**config.mk**
```make
export PLATFORM = sky130hd
export DESIGN_NAME = dual_result_packer
export DESIGN_NICKNAME = d
export VERILOG_FILES = /design/src/rtl/drp_pkg.sv /design/src/rtl/drp_side_slot.sv /design/src/rtl/drp_req_ctrl.sv /design/src/rtl/drp_word_pack.sv /design/src/rtl/dual_result_packer.sv
export SDC_FILE = /design/constraint.sdc
export NUM_CORES = 1
export LEC_CHECK = 0
export CORE_MARGIN = 2
export CORE_UTILIZATION = 45
export CTS_CLUSTER_SIZE = 28
export DETAILED_ROUTE_END_ITERATION = 8
export DONT_BUFFER_PORTS = 1
export HOLD_SLACK_MARGIN = 0.08
export PLACE_DENSITY_LB_ADDON = 0.3
export SLEW_MARGIN = 40
export SYNTH_ARGS = -nofsm -noshare
export SYNTH_HDL_FRONTEND = slang
export SYNTH_SLANG_ARGS = --single-unit
```
**constraint.sdc**
```tcl
create_clock -name clk -period 0.8 [get_ports clk]
set_input_delay 0.08 -clock clk [delete_from_list [all_inputs] [get_ports clk]]
set_output_delay 0.08 -clock clk [all_outputs]
set_load 0.005 [all_outputs]
```
**src/rtl/drp_pkg.sv**
```systemverilog
package drp_pkg;
  typedef enum logic [1:0] {
    MODE_SEPARATE = 2'b00,
    MODE_OFF      = 2'b01,
    MODE_WIDE     = 2'b10,
    MODE_NARROW   = 2'b11
  } pack_mode_e;

  localparam int SIDES    = 2;
  localparam int SIDE_MST = 0;
  localparam int SIDE_SLV = 1;
endpackage

```
**src/rtl/drp_side_slot.sv**
```systemverilog
module drp_side_slot #(
  parameter int RES_W = 16
) (
  input  logic             clk,
  input  logic             rst_n,
  input  logic             eoc_i,
  input  logic [RES_W-1:0] data_i,
  input  logic             clr_i,
  output logic [RES_W-1:0] dr_o,
  output logic             pend_o,
  output logic             ovr_o
);
  always_ff @(posedge clk) begin
    if (!rst_n) begin
      dr_o   <= '0;
      pend_o <= 1'b0;
      ovr_o  <= 1'b0;
    end else if (eoc_i) begin
      dr_o   <= data_i;
      pend_o <= 1'b1;
      // unread result being replaced
      if (pend_o && !clr_i) ovr_o <= 1'b1;
    end else if (clr_i) begin
      pend_o <= 1'b0;
    end
  end
endmodule

```
**src/rtl/drp_req_ctrl.sv**
```systemverilog
module drp_req_ctrl
  import drp_pkg::*;
(
  input  logic [1:0]       mode_i,
  input  logic [SIDES-1:0] pend_i,
  input  logic [SIDES-1:0] side_ack_i,
  input  logic             comb_ack_i,
  output logic [SIDES-1:0] side_req_o,
  output logic             comb_req_o,
  output logic [SIDES-1:0] clr_o
);
  pack_mode_e mode;
  assign mode = pack_mode_e'(mode_i);

  always_comb begin
    side_req_o = '0;
    comb_req_o = 1'b0;
    clr_o      = '0;
    case (mode)
      MODE_SEPARATE: begin
        for (int i = 0; i < SIDES; i++) begin
          side_req_o[i] = pend_i[i];
          clr_o[i]      = pend_i[i] & side_ack_i[i];
        end
      end
      MODE_WIDE, MODE_NARROW: begin
        comb_req_o = &pend_i;
        clr_o      = {SIDES{comb_req_o & comb_ack_i}};
      end
      default: ;
    endcase
  end
endmodule

```
**src/rtl/drp_word_pack.sv**
```systemverilog
module drp_word_pack
  import drp_pkg::*;
#(
  parameter int RES_W    = 16,
  parameter int NARROW_W = 8
) (
  input  logic [1:0]               mode_i,
  input  logic [SIDES*RES_W-1:0]   dr_flat_i,
  output logic [SIDES*RES_W-1:0]   word_o
);
  localparam int PAD_W = RES_W - NARROW_W;

  // side 0 (master) fills the low half, side 1 (slave) the high half
  for (genvar g = 0; g < SIDES; g++) begin : g_half
    logic [RES_W-1:0] dr;
    assign dr = dr_flat_i[g*RES_W +: RES_W];
    always_comb begin
      case (pack_mode_e'(mode_i))
        MODE_WIDE:   word_o[g*RES_W +: RES_W] = dr;
        MODE_NARROW: word_o[g*RES_W +: RES_W] = {{PAD_W{1'b0}}, dr[NARROW_W-1:0]};
        default:     word_o[g*RES_W +: RES_W] = '0;
      endcase
    end
  end
endmodule

```
**src/rtl/dual_result_packer.sv**
```systemverilog
module dual_result_packer
  import drp_pkg::*;
#(
  parameter int RES_W    = 16,
  parameter int NARROW_W = 8
) (
  input  logic               clk,
  input  logic               rst_n,
  input  logic [1:0]         mode_sel,
  input  logic               mst_eoc,
  input  logic [RES_W-1:0]   mst_data,
  input  logic               slv_eoc,
  input  logic [RES_W-1:0]   slv_data,
  input  logic               mst_ack,
  input  logic               slv_ack,
  input  logic               comb_ack,
  output logic               mst_req,
  output logic               slv_req,
  output logic               comb_req,
  output logic [2*RES_W-1:0] comb_word,
  output logic [RES_W-1:0]   mst_dr,
  output logic [RES_W-1:0]   slv_dr,
  output logic               mst_pend,
  output logic               slv_pend,
  output logic               mst_ovr,
  output logic               slv_ovr
);
  localparam int FLAT_W = SIDES * RES_W;

  logic [SIDES-1:0] eoc, pend, ovr, clr, side_ack, side_req;
  logic [FLAT_W-1:0] data_flat, dr_flat;

  assign eoc       = {slv_eoc, mst_eoc};
  assign data_flat = {slv_data, mst_data};
  assign side_ack  = {slv_ack, mst_ack};

  for (genvar g = 0; g < SIDES; g++) begin : g_slot
    drp_side_slot #(.RES_W(RES_W)) u_slot (
      .clk    (clk),
      .rst_n  (rst_n),
      .eoc_i  (eoc[g]),
      .data_i (data_flat[g*RES_W +: RES_W]),
      .clr_i  (clr[g]),
      .dr_o   (dr_flat[g*RES_W +: RES_W]),
      .pend_o (pend[g]),
      .ovr_o  (ovr[g])
    );
  end

  drp_req_ctrl u_ctrl (
    .mode_i     (mode_sel),
    .pend_i     (pend),
    .side_ack_i (side_ack),
    .comb_ack_i (comb_ack),
    .side_req_o (side_req),
    .comb_req_o (comb_req),
    .clr_o      (clr)
  );

  drp_word_pack #(.RES_W(RES_W), .NARROW_W(NARROW_W)) u_pack (
    .mode_i    (mode_sel),
    .dr_flat_i (dr_flat),
    .word_o    (comb_word)
  );

  assign mst_req  = side_req[SIDE_MST];
  assign slv_req  = side_req[SIDE_SLV];
  assign mst_dr   = dr_flat[SIDE_MST*RES_W +: RES_W];
  assign slv_dr   = dr_flat[SIDE_SLV*RES_W +: RES_W];
  assign mst_pend = pend[SIDE_MST];
  assign slv_pend = pend[SIDE_SLV];
  assign mst_ovr  = ovr[SIDE_MST];
  assign slv_ovr  = ovr[SIDE_SLV];
endmodule

```
==> results.toml <==
[run_status]
outcome = "finished, violations left"
violations = "hold timing, setup timing"

[global_routing]
grt_overflow_total = 0
grt_use_met2_pct = 30.2
antenna_found_initial = 0
grt_max_degree = 39
grt_pass1_vias = 1146
busiest_layer = "met2"
grt_first_pass_wirelength_mm = 5.40
grtUsageMet3_pct = 5.56
gr-usage-met1_pct = 18.1
grt_use_total_pct = 16.9

[worst_setup_path]
cp.required_ps = 720
rr_worst_depth = 4
r2r_end = "g_slot[1].u_slot.ovr_o$_SDFFE_PN0P_"
critPathMaxStageDelay_ps = 380
crit_slowest_cell = "dfxtp_4"
cp-start-kind = "flop"
worstSetupPathType = "reg -> out"
crit_arrival_ps = 970
r2r_slack_ps = -140
regToRegStartpoint = "g_slot[0].u_slot.pend_o$_SDFFE_PN0P_"
cp-end-kind = "output pin"
crit_path_cell_trace = "buf_6 > and3_4"
crit_fanout = 4

[timing]
hold_slack_ps = -140
skew_ps = 0.127
relSlewSlack_pct = 76.1
hold_viol = 36
post-route-min-period_ps = 1050
rsz0062_at_grt = "true"
fin_crit_sh_pct = 131
drv_slew = 0
final-setup-viol-count = 39
worstMarginPinSlew_ps = 357
fin_ws_ps = -246
max_freq_mhz = 956

[drt]
detail-route-antenna-nets = 0
vias = 1107
wirelength_mm = 3.47
drc = 0
drt-initial-drc-count = 29
dr.pass1.iters = 4
vias_per_cell = 5.35
wl_per_cell_um = 16.8

[floorplan]
dieWidth_um = 64.5
die-area_um2 = 4160
core_um2 = 3420
rows = 21
fp.dieH_um = 64.5
ios = 112
start_util_pct = 48.2

[placed_design]
dp.final_hpwl_mm = 2.39
dp_cells = 199
port_buffers = 0
gp_congestion = 0.637

[power]
intPower_uw = 2450
total_power_uw = 3190
pwr-share-clk_pct = 25.3
power_density_nw_per_um2 = 1710
switching_share_pct = 22.9
power_leakage_uw = 0.000801
comb_power_share_pct = 11.0
p_switching_uw = 731
seq_power_share_pct = 63.7
vdd_drop_max_uv = 959

[synthesis]
yosysUniqueCellTypes = 19
yosysSeqAreaShare_pct = 43.8
synth-simple-area-share_pct = 27.9
yosys.area.top_type = "dfxtp_1"
synth_compound_area_share_pct = 2.89
yosys-mux-area-fraction_pct = 19.5
synth.top_cell.area_share_pct = 43.8
synth_top_family_by_area = "simple AND/OR/NAND/NOR gates"
synthXorXnorAreaFrac_pct = 0
syn_area_um2 = 1650
postSynthCellCount = 161
ys_seq_elements = 36
synthFlopType = "dfxtp_1"
synth-edff-count = 0
synthesis.nets = 202
synth.area.top_cells = "dfxtp_1 (44%), mux2i_1 (19%), and2_1 (13%)"
yosysWarnings = 0
synth-async-reset-ratio_pct = 0
synthAdderAreaFrac_pct = 0
syn_avg_cell_area_um2 = 10.2

[final_layout]
fin_util_pct = 54.7
drive_gt1_share_pct = 46.6
fin_cells = 207
n_antenna_cell = 0
final_cell_mix = "dfxtp_2 (33), mux2i_1 (32), nor2b_1 (32)"
final_common_cell = "dfxtp_2"
syn_to_final_growth_pct = 13.4
fin_nets = 204

[worst_hold_path]
hold_depth = 1
hold_class = "in -> reg"
min_from = "rst_n"
min_to = "g_slot[1].u_slot.pend_o$_SDFFE_PN0P_"

[clock_tree]
clkLatencyLatePin_ps = 330
htreeDepth = 2
cts_root_buf = "clkbuf_4"
numCtsBuffers = 5
clockBufferDepth = 2
cts_hold_buf = 2
clk_pin_slew_ps = 100
clock_sinks = 36
cts_tree = "built"

[flow_run]
drv_cap = 0
==> logic make-up (layout without fill, tap and decap cells) <==
group | Yosys count | count (layout)
AND/OR/NAND/NOR | 73 | 73
flip-flops | 36 | 36
multiplexers | 32 | 32
buffers and inverters | 14 | 14
AO/OA/AOI/OAI | 6 | 6
==> worst max-delay path, delay by kind of cell, from the launching register on <==
kind | cells | cell delay, ps
flops | 1 | 380
buf+inv | 1 | 90
simple gates | 1 | 170
==> sequential cells by signal (all words and copies together) (netlist names) <==
register and flops:
g_slot.u_slot.ovr_o 2, g_slot.u_slot.dr_o 32, g_slot.u_slot.pend_o 2
==> how the worst max path moves through the flow <==
stage                                         startpoint                                  end  cells after the start
floorplan           g_slot[0].u_slot.pend_o$_SDFFE_PN0P_  g_slot[1].u_slot.ovr_o$_SDFFE_PN0P_                      3
global placement    g_slot[0].u_slot.pend_o$_SDFFE_PN0P_  g_slot[1].u_slot.ovr_o$_SDFFE_PN0P_                      3
detailed placement  g_slot[0].u_slot.pend_o$_SDFFE_PN0P_  g_slot[1].u_slot.ovr_o$_SDFFE_PN0P_                      3
CTS                 g_slot[1].u_slot.pend_o$_SDFFE_PN0P_                             comb_req                      2
global route        g_slot[1].u_slot.pend_o$_SDFFE_PN0P_                             comb_req                      2
finish              g_slot[1].u_slot.pend_o$_SDFFE_PN0P_                             comb_req                      2
==> metrics by stage <==
stage	hold WS (ps)	instance area, um^2	setup WS (ps)	setup TNS, ps
after detailed placement	202	1650	-47.2	-97.4
after global placement	202	1650	-8.52	-8.52
final	-140	1870	-246	-4440
after global routing	-152	1870	-287	-6030
after floorplan	193	1650	-1.76	-1.76
after CTS	-155	1810	-253	-5020
==> power by group through the flow <==
| stage | clock network (uW) | logic, uW | registers (uW) |
|---|---|---|---|
| floorplan | 0 | 327 | 2020 |
| global placement | 0 | 278 | 2040 |
| detailed placement | 0 | 290 | 2050 |
| CTS | 847 | 327 | 2030 |
| global route | 915 | 391 | 2040 |
| finish | 805 | 352 | 2030 |
==> final cells by class <==
class	instances	area (um^2)
clock buffer	5	37.5
timing repair buffer	6	61.3
fill	297	1550
multi-input combinational	111	930
sequential	36	769
inverter	3	11.3
tap	46	57.6
==> repair_timing <==
item,in CTS,in global routing
pin swaps,1,1
hold endpoints to repair,36,36
setup endpoints to repair,54,43
resized for setup,52,20
buffers inserted,1,0
==> synth_stat cells, types with 2 or more instances <==
cell and instances:
nand2_1 2, inv_1 3, dfxtp_1 36, mux2i_1 32, clkbuf_1 4, and2_1 33, nand3_1 2, nor3b_1 2
buf_6 6, nor2b_1 32
==> layer usage <==
metal | vias up | wire, um
met4 | 0 | 51
met1 | 516 | 1320
li1 | 521 | -
met5 | - | 0
met2 | 63 | 1820
met3 | 7 | 282
No activity file was read; power rests on OpenSTA's default activity.
